==> config.mk <==
export PLATFORM = sky130hd
export DESIGN_NAME = audio_ctl_i2c_target
export DESIGN_NICKNAME = d
export VERILOG_FILES = /design/src/rtl/audio_i2c_pkg.sv /design/src/rtl/bus_line_sync.sv /design/src/rtl/byte_engine.sv /design/src/rtl/ctl_reg_bank.sv /design/src/rtl/audio_ctl_i2c_target.sv
export SDC_FILE = /design/constraint.sdc
export NUM_CORES = 1
export LEC_CHECK = 0
export BUFFER_PORTS_ARGS = -buffer_cell sky130_fd_sc_hd__buf_2
export CORE_AREA = 8 8 90 112
export DETAILED_ROUTE_END_ITERATION = 12
export DIE_AREA = 0 0 98 120
export PLACE_DENSITY_LB_ADDON = 0.2
export SLEW_MARGIN = 15
export SYNTH_ARGS = -nofsm -noshare
export SYNTH_HDL_FRONTEND = slang
export SYNTH_SLANG_ARGS = --single-unit
export TNS_END_PERCENT = 30
==> constraint.sdc <==
create_clock -name clk -period 5.6 [get_ports clk]
set_input_delay 0 -clock clk [delete_from_list [all_inputs] [get_ports clk]]
set_output_delay 0 -clock clk [all_outputs]
set_load 0.05 [all_outputs]
==> src/rtl/audio_i2c_pkg.sv <==
package audio_i2c_pkg;
  localparam int NUM_REGS = 8;
  localparam int DATA_W   = 8;
  localparam int IDX_W    = 4;
  localparam int SEL_W    = $clog2(NUM_REGS);

  typedef enum logic [2:0] {
    PH_IDLE,
    PH_ADDR,
    PH_SUB,
    PH_DATA,
    PH_SKIP
  } phase_t;

  function automatic logic [DATA_W-1:0] reg_default(input int idx);
    case (idx)
      0:       return 8'h02;
      1:       return 8'h0E;
      2:       return 8'h78;
      3:       return 8'h07;
      4:       return 8'h0E;
      5:       return 8'h0E;
      default: return 8'hF8;
    endcase
  endfunction
endpackage

==> src/rtl/bus_line_sync.sv <==
module bus_line_sync #(
  parameter int STAGES = 2
) (
  input  logic clk,
  input  logic rst_n,
  input  logic scl_raw,
  input  logic sda_raw,
  output logic scl_lvl,
  output logic sda_lvl,
  output logic scl_rise,
  output logic scl_fall,
  output logic start_det,
  output logic stop_det
);
  logic [STAGES-1:0] scl_pipe, sda_pipe;
  logic              scl_prev, sda_prev;

  // Idle bus level is high, so reset to high to avoid a false marker.
  always_ff @(posedge clk or negedge rst_n) begin
    if (!rst_n) begin
      scl_pipe <= '1;
      sda_pipe <= '1;
      scl_prev <= 1'b1;
      sda_prev <= 1'b1;
    end else begin
      scl_pipe <= {scl_pipe[STAGES-2:0], scl_raw};
      sda_pipe <= {sda_pipe[STAGES-2:0], sda_raw};
      scl_prev <= scl_pipe[STAGES-1];
      sda_prev <= sda_pipe[STAGES-1];
    end
  end

  assign scl_lvl   = scl_pipe[STAGES-1];
  assign sda_lvl   = sda_pipe[STAGES-1];
  assign scl_rise  = scl_lvl & ~scl_prev;
  assign scl_fall  = ~scl_lvl & scl_prev;
  assign start_det = scl_lvl & scl_prev & sda_prev & ~sda_lvl;
  assign stop_det  = scl_lvl & scl_prev & ~sda_prev & sda_lvl;
endmodule

==> src/rtl/byte_engine.sv <==
module byte_engine
  import audio_i2c_pkg::*;
#(
  parameter logic [6:0] DEV_ADDR = 7'h44
) (
  input  logic                 clk,
  input  logic                 rst_n,
  input  logic                 sda_lvl,
  input  logic                 scl_rise,
  input  logic                 scl_fall,
  input  logic                 start_det,
  input  logic                 stop_det,
  output logic                 sda_pull,
  output phase_t               phase,
  output logic                 wr_req,
  output logic [IDX_W-1:0]     wr_idx,
  output logic [DATA_W-1:0]    wr_data
);
  localparam logic [DATA_W-1:0] ADDR_BYTE = {DEV_ADDR, 1'b0};
  localparam int                CNT_W     = $clog2(DATA_W + 1);

  logic [DATA_W-1:0] shreg;
  logic [CNT_W-1:0]  bit_cnt;
  logic              in_ack;
  logic [IDX_W-1:0]  ptr;
  logic              step_on;
  logic              take_bit;

  assign take_bit = scl_rise && !in_ack && (bit_cnt < CNT_W'(DATA_W)) &&
                    (phase == PH_ADDR || phase == PH_SUB || phase == PH_DATA);

  always_ff @(posedge clk or negedge rst_n) begin
    if (!rst_n) begin
      phase    <= PH_IDLE;
      shreg    <= '0;
      bit_cnt  <= '0;
      in_ack   <= 1'b0;
      sda_pull <= 1'b0;
      ptr      <= '0;
      step_on  <= 1'b0;
      wr_req   <= 1'b0;
      wr_idx   <= '0;
      wr_data  <= '0;
    end else begin
      wr_req <= 1'b0;
      if (start_det || stop_det) begin
        phase    <= start_det ? PH_ADDR : PH_IDLE;
        bit_cnt  <= '0;
        in_ack   <= 1'b0;
        sda_pull <= 1'b0;
      end else begin
        if (take_bit) begin
          shreg   <= {shreg[DATA_W-2:0], sda_lvl};
          bit_cnt <= bit_cnt + 1'b1;
        end
        if (scl_fall) begin
          if (in_ack) begin
            in_ack   <= 1'b0;
            sda_pull <= 1'b0;
            bit_cnt  <= '0;
          end else if (bit_cnt == CNT_W'(DATA_W)) begin
            case (phase)
              PH_ADDR: begin
                if (shreg == ADDR_BYTE) begin
                  phase    <= PH_SUB;
                  in_ack   <= 1'b1;
                  sda_pull <= 1'b1;
                end else begin
                  phase <= PH_SKIP;
                end
              end
              PH_SUB: begin
                ptr      <= shreg[IDX_W-1:0];
                step_on  <= shreg[IDX_W];
                phase    <= PH_DATA;
                in_ack   <= 1'b1;
                sda_pull <= 1'b1;
              end
              PH_DATA: begin
                in_ack   <= 1'b1;
                sda_pull <= 1'b1;
                if (ptr < IDX_W'(NUM_REGS)) begin
                  wr_req  <= 1'b1;
                  wr_idx  <= ptr;
                  wr_data <= shreg;
                end
                if (step_on) ptr <= ptr + 1'b1;
              end
              default: phase <= PH_SKIP;
            endcase
          end
        end
      end
    end
  end
endmodule

==> src/rtl/ctl_reg_bank.sv <==
module ctl_reg_bank
  import audio_i2c_pkg::*;
(
  input  logic                        clk,
  input  logic                        rst_n,
  input  logic                        wr_req,
  input  logic [IDX_W-1:0]            wr_idx,
  input  logic [DATA_W-1:0]           wr_data,
  output logic [NUM_REGS*DATA_W-1:0]  reg_flat,
  output logic [NUM_REGS-1:0]         wr_stb
);
  for (genvar k = 0; k < NUM_REGS; k++) begin : g_reg
    logic hit;
    assign hit = wr_req && (wr_idx == IDX_W'(k));
    always_ff @(posedge clk or negedge rst_n) begin
      if (!rst_n) begin
        reg_flat[k*DATA_W +: DATA_W] <= reg_default(k);
        wr_stb[k]                    <= 1'b0;
      end else begin
        wr_stb[k] <= hit;
        if (hit) reg_flat[k*DATA_W +: DATA_W] <= wr_data;
      end
    end
  end
endmodule

==> src/rtl/audio_ctl_i2c_target.sv <==
module audio_ctl_i2c_target
  import audio_i2c_pkg::*;
#(
  parameter logic [6:0] DEV_ADDR    = 7'h44,
  parameter int         SYNC_STAGES = 2
) (
  input  logic                       clk,
  input  logic                       rst_n,
  input  logic                       scl_in,
  input  logic                       sda_in,
  output logic                       sda_pull,
  output logic [NUM_REGS*DATA_W-1:0] reg_flat,
  output logic [NUM_REGS-1:0]        wr_stb
);
  logic              scl_lvl, sda_lvl, scl_rise, scl_fall, start_det, stop_det;
  phase_t            phase;
  logic              wr_req;
  logic [IDX_W-1:0]  wr_idx;
  logic [DATA_W-1:0] wr_data;

  bus_line_sync #(.STAGES(SYNC_STAGES)) u_sync (
    .clk(clk), .rst_n(rst_n), .scl_raw(scl_in), .sda_raw(sda_in),
    .scl_lvl(scl_lvl), .sda_lvl(sda_lvl), .scl_rise(scl_rise),
    .scl_fall(scl_fall), .start_det(start_det), .stop_det(stop_det)
  );

  byte_engine #(.DEV_ADDR(DEV_ADDR)) u_eng (
    .clk(clk), .rst_n(rst_n), .sda_lvl(sda_lvl), .scl_rise(scl_rise),
    .scl_fall(scl_fall), .start_det(start_det), .stop_det(stop_det),
    .sda_pull(sda_pull), .phase(phase), .wr_req(wr_req),
    .wr_idx(wr_idx), .wr_data(wr_data)
  );

  ctl_reg_bank u_bank (
    .clk(clk), .rst_n(rst_n), .wr_req(wr_req), .wr_idx(wr_idx),
    .wr_data(wr_data), .reg_flat(reg_flat), .wr_stb(wr_stb)
  );
endmodule

==> flow_summary.toml <==
[clocking]
clock_path_buffers = 2
cts_made_buffers = 17
cts_tree = "built"
path_clk_slew_ps = 50
cts_sinks = 113
clk_latency_ps = 520
cts_setup_buffers = 0
htree_levels = 4
cts_root_buf = "clkbuf_8"

[setup_path]
crit_arrival_ps = 2820
critPathBufInv = 0
worstPathRequired_ps = 5990
critPathTopFamily = "simple AND/OR/NAND/NOR gates"
critPathMaxFanout = 11
cp-end-kind = "flop"
crit_chain = "or4b_2 -> nor3_2 -> mux2_2"
cp-start-kind = "flop"
max_stage_delay_ps = 710
worstSetupPathType = "reg -> reg"
cpMaxStageDelayCell = "nor3_2"

[floorplan]
dieArea_sq_um = 11800
ioPinCount = 77
coreArea_sq_um = 8420
die_h_microns = 120
die_w_microns = 98
initial_core_util = 0.529
rows = 38

[final_layout]
final_area_sq_um = 5610
final_common_cell = "dfrtp_1"
drive_above_1_share = 0.600
stdcell_count = 495
finalNetCount = 389
antenna_cells = 0
area_growth_pct = 26.0
layout_common_cells = "dfrtp_1, mux2_2, buf_2"

[place]
port_buffers = 76
dp.cells = 459
routabilityCongestion = 0.788
hpwl_microns = 6030
dpl_cell_area_sq_um = 4940

[sta]
rsz0062_at_grt = "false"
holdWs_ps = 82.1
worst_slew_pin_slew_ps = 925
fin_crit_sh = 0.434
finalSetupTns_ps = 0
max_freq_ghz = 0.412
finalHoldViolations = 0
layout_min_cycle_time_ps = 2430
skew_ps = 8.34
relSlewSlack = 0.383
setup_viol = 0
drv_slew = 0

[synth]
synthAdderAreaFrac = 0.00842
synth_area_leaders = "dfrtp_1, mux2_2, dfstp_2"
synth_top_area_share = 0.449
avgSynthCellArea_sq_um = 15.5
synth_ff_type = "dfrtp_1"
synth_xor_area_frac = 0.00590
synth_compound_area_frac = 0.0208
synth-seq-cells = 113
synthDistinctLibCells = 39
syn-cell-area_sq_um = 4460
yosys-mux-area-fraction = 0.233
syn_inst = 288
yosysWarnings = 0
async_flop_share = 1.00
synth_edf_count = 0
syn_nets = 295
ys_seq_area_frac = 0.644
synth_top_family_by_area = "multiplexers"
synth_area_leader_cell = "dfrtp_1"
synth-simple-area-share = 0.0725

[power_and_ir_drop]
vdd_drop_max_uv = 248
swShare = 0.215
power_frac_clock = 0.519
p_int_w = 0.00167
p_sw_w = 0.000458
power.static_leakage_nw = 2.92
power_frac_seq = 0.427
power_density_nw_per_um2 = 380
combPwrFrac = 0.053

[drt]
routedWlPerCell_microns = 18.5
vias = 2655
drt_pass1_iterations = 4
wl_microns = 9170
drt_iter0_drc = 92
viasPerCell = 5.36
ant_nets = 0
route.detailed.drc = 0

[status]
status = "complete, no violations"

[grt]
grt_max_degree = 77
antenna_found_initial = 0
overflow = 0
grt_pass1_vias = 2847
grt_usage = 0.168
grt_pass1_wl_microns = 15100

[run]
cap_violations = 0

[hold_path]
hold_class = "in -> async"
## final cells by class
type / instances / area [sq um]
clock buffer: 22 / 463
fill: 636 / 2800
clock inverter: 10 / 156
timing repair buffer: 82 / 448
multi-input combinational: 160 / 1520
inverter: 8 / 30.0
tap: 100 / 125
sequential: 113 / 2870
## worst register-to-register path, delay by kind of cell (launching register included)
kind,cells,cell delay (ps)
DFF,1,550
and+or+nand+nor,2,1340
muxes,1,420
## through the flow
step / total power [W] / util / setup slack, ps
after floorplan: 0.000988 / - / 3580
after global placement: 0.00103 / 0.587 / 3250
after detailed placement: 0.00104 / 0.587 / 3170
after CTS: 0.00216 / 0.667 / 3170
after global routing: 0.00221 / 0.667 / 3070
final: 0.00213 / 0.667 / 3170
## cells in the mapped netlist (all sizes together), types with 2 or more instances
cell,instances
mux2,86
dfrtp,80
dfstp,33
nor2,12
inv,8
a21oi,5
nand2,5
nor3b,5
clkbuf,4
mux2i,4
nand3b,4
nor2b,4
buf,3
ha,3
nor3,3
or3,3
xnor2,3
a211oi,2
a41oi,2
nand2b,2
nand4,2
nor4b,2
o22ai,2
or2,2
## power by group through the flow
| stage | registers, W | logic (W) | clock network (W) |
|---|---|---|---|
| 3_5_place_dp | 0.000924 | 0.000111 | 0 |
| 4_1_cts | 0.000913 | 0.000117 | 0.00113 |
| 6_report | 0.000912 | 0.000114 | 0.00111 |
| 5_1_grt | 0.000919 | 0.000128 | 0.00116 |
| 2_1_floorplan | 0.000906 | 0.0000813 | 0 |
| 3_3_place_gp | 0.000921 | 0.000106 | 0 |
## final timing paths
check,from,endpoint,slack [ps],depth (start not counted)
hold reg to reg,u_sync.sda_pipe[0],u_sync.sda_pipe[1],350,0
min in group clk,scl_in,u_sync.scl_pipe[0],130,2
setup reg to reg,u_sync.scl_pipe[1],u_eng.shreg[1],3170,3
hold / removal,rst_n,u_bank.reg_flat[1],80,2
setup / recovery,u_sync.scl_pipe[1],u_eng.shreg[1],3170,3
max in group asynchronous,rst_n,u_eng.wr_data[5],4580,3
## registers in the layout, summed over array words and instances (netlist names), 2 cells and up
name and count:
u_eng.wr_data 8, u_bank.reg_flat 64, u_eng.shreg 8, u_eng.bit_cnt 4, u_sync.scl_pipe 2, u_bank.wr_stb 8, u_eng.phase 3, u_eng.wr_idx 4
u_sync.sda_pipe 2, u_eng.ptr 4
## logic make-up after synthesis
kind of cell             after synthesis
buffers and inverters                 15
AO/OA/AOI/OAI                         14
flip-flops                           113
multiplexers                          90
adder cells (fa/ha/maj)                3
XOR/XNOR                               3
AND/OR/NAND/NOR                       50
## repair_timing
action / in CTS / in global routing
hold buffers: 4 / 0
endpoints found under the hold margin: 39 / 0
gates resized for setup: 0 / 0
## metal layers
metal / GRT usage / vias up / wire length [microns]
li1: - / 1216 / -
met1: 0.185 / 1376 / 3770
met2: 0.278 / 55 / 4850
met3: 0.0736 / 8 / 449
met4: 0.0694 / 0 / 100
met5: 0 / - / 0
(Power assumes the default switching activity.)
